<file path="src/rtl/tw_pkg.sv">
package tw_pkg;
  localparam int TW_VA_W  = 32;
  localparam int TW_SEG_W = 10;
  localparam int TW_PG_W  = 10;
  localparam int TW_ENT_LG = 2;

  typedef enum logic [2:0] {
    TW_IDLE      = 3'd0,
    TW_SEG_REQ   = 3'd1,
    TW_SEG_WAIT  = 3'd2,
    TW_PAGE_REQ  = 3'd3,
    TW_PAGE_WAIT = 3'd4,
    TW_DONE      = 3'd5
  } tw_state_e;
endpackage

</file>
<file path="src/rtl/tw_root_bank.sv">
module tw_root_bank #(
  parameter int ROOT_W = 20,
  parameter int NMODE  = 2,
  localparam int SEL_W = (NMODE > 1) ? $clog2(NMODE) : 1
) (
  input  logic              clk,
  input  logic              rst_n,
  input  logic              wr_en,
  input  logic [SEL_W-1:0]  wr_sel,
  input  logic [ROOT_W-1:0] wr_data,
  input  logic [SEL_W-1:0]  rd_sel,
  output logic [ROOT_W-1:0] rd_root,
  output logic              purge
);
  logic [NMODE-1:0][ROOT_W-1:0] root_vec;

  // one base register per privilege mode
  for (genvar g = 0; g < NMODE; g++) begin : g_root
    logic [ROOT_W-1:0] q;
    always_ff @(posedge clk) begin
      if (!rst_n)
        q <= '0;
      else if (wr_en && (wr_sel == SEL_W'(g)))
        q <= wr_data;
    end
    assign root_vec[g] = q;
  end

  assign rd_root = root_vec[rd_sel];

  // any base change invalidates every cached translation
  always_ff @(posedge clk) begin
    if (!rst_n) purge <= 1'b0;
    else        purge <= wr_en;
  end
endmodule

</file>
<file path="src/rtl/tw_seq.sv">
module tw_seq
  import tw_pkg::*;
(
  input  logic      clk,
  input  logic      rst_n,
  input  logic      start_req,
  input  logic      mem_ack,
  output tw_state_e state,
  output logic      walk_start,
  output logic      seg_done,
  output logic      page_done,
  output logic      mem_req,
  output logic      tlb_wr,
  output logic      busy
);
  tw_state_e nxt;
  logic in_seg, in_page;

  assign in_seg  = (state == TW_SEG_REQ)  || (state == TW_SEG_WAIT);
  assign in_page = (state == TW_PAGE_REQ) || (state == TW_PAGE_WAIT);

  assign walk_start = (state == TW_IDLE) && start_req;
  assign seg_done   = in_seg  && mem_ack;
  assign page_done  = in_page && mem_ack;
  assign mem_req    = in_seg || in_page;
  assign tlb_wr     = (state == TW_DONE);
  assign busy       = (state != TW_IDLE);

  always_comb begin
    nxt = state;
    unique case (state)
      TW_IDLE:      if (start_req) nxt = TW_SEG_REQ;
      TW_SEG_REQ:   nxt = mem_ack ? TW_PAGE_REQ : TW_SEG_WAIT;
      TW_SEG_WAIT:  if (mem_ack) nxt = TW_PAGE_REQ;
      TW_PAGE_REQ:  nxt = mem_ack ? TW_DONE : TW_PAGE_WAIT;
      TW_PAGE_WAIT: if (mem_ack) nxt = TW_DONE;
      TW_DONE:      nxt = TW_IDLE;
      default:      nxt = TW_IDLE;
    endcase
  end

  always_ff @(posedge clk) begin
    if (!rst_n) state <= TW_IDLE;
    else        state <= nxt;
  end
endmodule

</file>
<file path="src/rtl/tw_addr_path.sv">
module tw_addr_path #(
  parameter int VA_W   = 32,
  parameter int SEG_W  = 10,
  parameter int PG_W   = 10,
  parameter int ENT_LG = 2,
  localparam int VPN_W  = SEG_W + PG_W,
  localparam int OFF_W  = VA_W - VPN_W,
  localparam int ROOT_W = VA_W - SEG_W - ENT_LG,
  localparam int PTB_W  = VA_W - PG_W - ENT_LG,
  localparam int PFN_W  = VA_W - OFF_W
) (
  input  logic              clk,
  input  logic              rst_n,
  input  logic              walk_start,
  input  logic              seg_done,
  input  logic              page_done,
  input  logic [ROOT_W-1:0] root,
  input  logic              miss_sup,
  input  logic [VPN_W-1:0]  miss_vpn,
  input  logic [VA_W-1:0]   rdata,
  output logic [VA_W-1:0]   addr,
  output logic              sup,
  output logic [VPN_W-1:0]  vpn,
  output logic [PFN_W-1:0]  pfn,
  output logic [OFF_W-1:0]  flags
);
  // segment entry: base bits on top, segment index, zero entry offset
  function automatic logic [VA_W-1:0] seg_entry_addr(
    input logic [ROOT_W-1:0] b, input logic [VPN_W-1:0] p);
    return {b, p[VPN_W-1 -: SEG_W], {ENT_LG{1'b0}}};
  endfunction

  // page entry: upper bits of segment word, page index, zero entry offset
  function automatic logic [VA_W-1:0] page_entry_addr(
    input logic [VA_W-1:0] sw, input logic [VPN_W-1:0] p);
    return {sw[VA_W-1 -: PTB_W], p[PG_W-1:0], {ENT_LG{1'b0}}};
  endfunction

  always_ff @(posedge clk) begin
    if (!rst_n) begin
      addr  <= '0;
      sup   <= 1'b0;
      vpn   <= '0;
      pfn   <= '0;
      flags <= '0;
    end else begin
      if (walk_start) begin
        addr <= seg_entry_addr(root, miss_vpn);
        sup  <= miss_sup;
        vpn  <= miss_vpn;
      end
      if (seg_done)
        addr <= page_entry_addr(rdata, vpn);
      if (page_done) begin
        pfn   <= rdata[VA_W-1 -: PFN_W];
        flags <= rdata[OFF_W-1:0];
      end
    end
  end
endmodule

</file>
<file path="src/rtl/tw_walker.sv">
module tw_walker
  import tw_pkg::*;
#(
  parameter int VA_W   = TW_VA_W,
  parameter int SEG_W  = TW_SEG_W,
  parameter int PG_W   = TW_PG_W,
  parameter int ENT_LG = TW_ENT_LG,
  localparam int VPN_W  = SEG_W + PG_W,
  localparam int OFF_W  = VA_W - VPN_W,
  localparam int ROOT_W = VA_W - SEG_W - ENT_LG,
  localparam int PFN_W  = VA_W - OFF_W
) (
  input  logic              clk,
  input  logic              rst_n,
  input  logic              rp_wr_en,
  input  logic              rp_wr_sup,
  input  logic [ROOT_W-1:0] rp_wr_data,
  input  logic              miss_valid,
  input  logic              miss_sup,
  input  logic [VPN_W-1:0]  miss_vpn,
  output logic              busy,
  output logic              mem_req,
  output logic [VA_W-1:0]   mem_addr,
  input  logic              mem_ack,
  input  logic [VA_W-1:0]   mem_rdata,
  output logic              tlb_wr,
  output logic              tlb_sup,
  output logic [VPN_W-1:0]  tlb_vpn,
  output logic [PFN_W-1:0]  tlb_pfn,
  output logic [OFF_W-1:0]  tlb_flags,
  output logic              tlb_purge
);
  tw_state_e         state;
  logic              walk_start, seg_done, page_done;
  logic [ROOT_W-1:0] sel_root;

  tw_root_bank #(.ROOT_W(ROOT_W), .NMODE(2)) u_roots (
    .clk(clk), .rst_n(rst_n),
    .wr_en(rp_wr_en), .wr_sel(rp_wr_sup), .wr_data(rp_wr_data),
    .rd_sel(miss_sup), .rd_root(sel_root), .purge(tlb_purge)
  );

  tw_seq u_seq (
    .clk(clk), .rst_n(rst_n), .start_req(miss_valid), .mem_ack(mem_ack),
    .state(state), .walk_start(walk_start), .seg_done(seg_done),
    .page_done(page_done), .mem_req(mem_req), .tlb_wr(tlb_wr), .busy(busy)
  );

  tw_addr_path #(.VA_W(VA_W), .SEG_W(SEG_W), .PG_W(PG_W), .ENT_LG(ENT_LG)) u_path (
    .clk(clk), .rst_n(rst_n),
    .walk_start(walk_start), .seg_done(seg_done), .page_done(page_done),
    .root(sel_root), .miss_sup(miss_sup), .miss_vpn(miss_vpn),
    .rdata(mem_rdata), .addr(mem_addr),
    .sup(tlb_sup), .vpn(tlb_vpn), .pfn(tlb_pfn), .flags(tlb_flags)
  );
endmodule

</file>
<file path="config.mk">
export PLATFORM = sky130hd
export DESIGN_NAME = tw_walker
export DESIGN_NICKNAME = d
export VERILOG_FILES = /design/src/rtl/tw_pkg.sv /design/src/rtl/tw_root_bank.sv /design/src/rtl/tw_seq.sv /design/src/rtl/tw_addr_path.sv /design/src/rtl/tw_walker.sv
export SDC_FILE = /design/constraint.sdc
export NUM_CORES = 1
export LEC_CHECK = 0
export ABC_AREA = 1
export CORE_ASPECT_RATIO = 0.6
export CORE_MARGIN = 2
export CORE_UTILIZATION = 40
export CTS_CLUSTER_DIAMETER = 40
export DETAILED_ROUTE_END_ITERATION = 10
export DONT_BUFFER_PORTS = 1
export GPL_TIMING_DRIVEN = 0
export PLACE_DENSITY_LB_ADDON = 0.15
export SLEW_MARGIN = 5
export SYNTH_ARGS = -nofsm -noshare
export SYNTH_HDL_FRONTEND = slang
export SYNTH_SLANG_ARGS = --single-unit
</file>
<file path="constraint.sdc">
create_clock -name clk -period 2.55 [get_ports clk]
set_clock_uncertainty 0.15 [all_clocks]
set_input_delay 0.255 -clock clk [delete_from_list [all_inputs] [get_ports clk]]
set_output_delay 0.255 -clock clk [all_outputs]
set_load 0.02 [all_outputs]
</file>
==> results_dict.tcl <==
set metrics [dict create \
    synth.mux.area_fraction_pct 0 \
    cp-end-kind "output pin" \
    yosys.cell_types.count 22 \
    die_y_microns 91.9 \
    postLayoutCellArea_sq_um 6640 \
    setup_viol 0 \
    peakVddDrop_uv 388 \
    cp_data_required_time_ns 2.14 \
    async_flop_share_pct 0 \
    dp_hpwl_microns 11600 \
    diodes 0 \
    synthAdderAreaFrac_pct 0 \
    fin_crit_ns 2.15 \
    synth_compound_area_share_pct 15.2 \
    synthXorXnorAreaFrac_pct 0 \
    p_per_area_nw_per_um2 849 \
    drt-pass1-iter-count 5 \
    synth_area_per_cell_sq_um 7.06 \
    drv_cap 0 \
    report.final.slew_viol_count 0 \
    grt_max_degree 17 \
    antenna_found_initial 0 \
    core-area_sq_um 12700 \
    postCtsSetupRepairBufs 0 \
    worst_pin_slew_ns 0.711 \
    dpl_cell_area_sq_um 5360 \
    cts_buffer_depth 2 \
    path_clk_slew_ns 0.05 \
    cts_tree "yes" \
    r2r_cells 7 \
    wire_per_inst_microns 15.9 \
    ys_seq_area_share_pct 49.4 \
    layout_common_cells "nor2_1, dfxtp_1, o21ai_0, nand2_1, dlygate4sd3_1" \
    vias 4980 \
    drt_iter0_drc 378 \
    ios 168 \
    syn-cell-area_sq_um 5150 \
    grt_usage_pct 23.8 \
    cts_resized 0 \
    hold_violations 0 \
    rows 32 \
    initial_core_util_pct 40.5 \
    ctsHoldBuffers 75 \
    synth-simple-area-share_pct 26.0 \
    holdWs_ns 0.0219 \
    setup_tns_ns 0 \
    fin_ws_ns 0.400 \
    synth_seq_cells 127 \
    crit_fanout 10 \
    finish.net_count 903 \
    cts_max_level 4 \
    insertion_delay_ns 0.41 \
    crit_type "reg2out" \
    wirelength_microns 16000 \
    cp-start-kind "flip-flop" \
    routed_via_density 4.95 \
    ys_warn_count 0 \
    fmax_mhz 465 \
    synth_top_area_cell "dfxtp_1" \
    grt_overflow 0 \
    cts.sinks 127 \
    synth_top_family_by_area "simple AND/OR/NAND/NOR gates" \
    synthToLayoutAreaGrowth_pct 29.0 \
    synth_edf_count 0 \
    maxSlewHeadroom_pct 52.2 \
    die_x_microns 150 \
    layout_commonest_cell "nor2_1" \
    grt_pass1_vias 4719 \
    drive_above_1_share_pct 6.69 \
    io_buffers 0 \
    arrival_ns 1.74 \
    cts_buffers 17 \
    hold_depth 4 \
    status "complete, no violations" \
    fin_crit_sh_pct 84.3 \
    min_path_type "in2reg" \
    ys_top_cells_by_area "dfxtp_1, nor2_1, o21ai_0" \
    die_area_sq_um 13800 \
    ant_nets 0 \
    p_total_w 0.00564 \
    grt_pass1_wl_microns 25100 \
    power.leakage_nw 2.70 \
    rsz0062_at_grt "false" \
    drc 0 \
    synth_ff_type "dfxtp_1" \
    synth_top_area_share_pct 49.4 \
    finalWeightedCongestion 0.854 \
    pre_cts_ws_ns 0.802 \
    synth_cells 729 \
    root_buffer "clkbuf_16" \
]
## area by class of cell
| type | instances | area (sq um) |
|---|---|---|
| fillers | 1240 | 6050 |
| flip-flops and latches | 127 | 2540 |
| clock inverters | 8 | 65.1 |
| clock buffers | 24 | 462 |
| multi-input cells | 489 | 2130 |
| inverters | 61 | 229 |
| well taps | 170 | 213 |
| repair buffers | 75 | 751 |
| plain buffers | 53 | 250 |
## worst max-delay path, cell delays in order (launching register included)
cell and delay, ns:
dfxtp_1 0.38, inv_2 0.09, clkbuf_1 0.22, nor3_1 0.64
## kinds of logic (layout without fill, tap and decap cells)
family,count (synthesis),in the layout
AND/OR/NAND/NOR,331,331
AO/OA/AOI/OAI,156,156
flip-flops,127,127
buffers and inverters,114,221
other,1,2
## worst paths after layout
kind | startpoint | endpoint | slack (ns)
setup / recovery | u_seq.state[2]$_SDFFE_PN0P_ | tlb_wr | 0.40
hold / removal | mem_rdata[14] | u_path.addr[14]$_SDFFE_PN0P_ | 0.02
setup reg to reg | u_seq.state[1]$_SDFFE_PN0P_ | u_path.addr[11]$_SDFFE_PN0P_ | 0.64
hold reg to reg | u_roots.g_root[0].q[7]$_SDFFE_PN0P_ | u_roots.g_root[0].q[7]$_SDFFE_PN0P_ | 0.30
## layer usage
| metal | wire [microns] | global-route usage (%) | part of all wire [%] |
|---|---|---|---|
| met4 | 280 | 8.25 | 1.8 |
| met2 | 6500 | 32.7 | 41 |
| met3 | 1490 | 9.25 | 9.3 |
| met5 | 0 | 0 | 0 |
| met1 | 7720 | 33.6 | 48 |
## per-stage QoR
stage                     util, %  instances
after CTS                    52.3       1007
after detailed placement     42.3        900
after global routing         52.3       1007
after floorplan                 -        730
after global placement       42.3        900
final                        52.3       1007
## cell usage after synthesis, types with 4 or more instances
| master | n |
|---|---|
| nor2_1 | 174 |
| dfxtp_1 | 127 |
| o21ai_0 | 105 |
| nand2_1 | 100 |
| inv_1 | 57 |
| a21oi_1 | 50 |
| nand3_1 | 40 |
| clkbuf_1 | 29 |
| buf_2 | 13 |
| nand4_1 | 11 |
| clkbuf_2 | 4 |
## report_power, final
part	internal (W)	leakage [nW]	switching, W
Sequential	0.00219	1.04	0.000321
Clock	0.00135	0.265	0.000839
Combinational	0.000340	1.40	0.000597
## sequential cells by signal, indices dropped and copies added, names as in the netlist
register / count
u_path.addr: 30
u_roots.purge: 1
u_seq.state: 3
u_path.pfn: 20
u_path.vpn: 20
u_roots.g_root.q: 40
u_path.sup: 1
u_path.flags: 12
No activity file was read; power rests on OpenSTA's default activity.
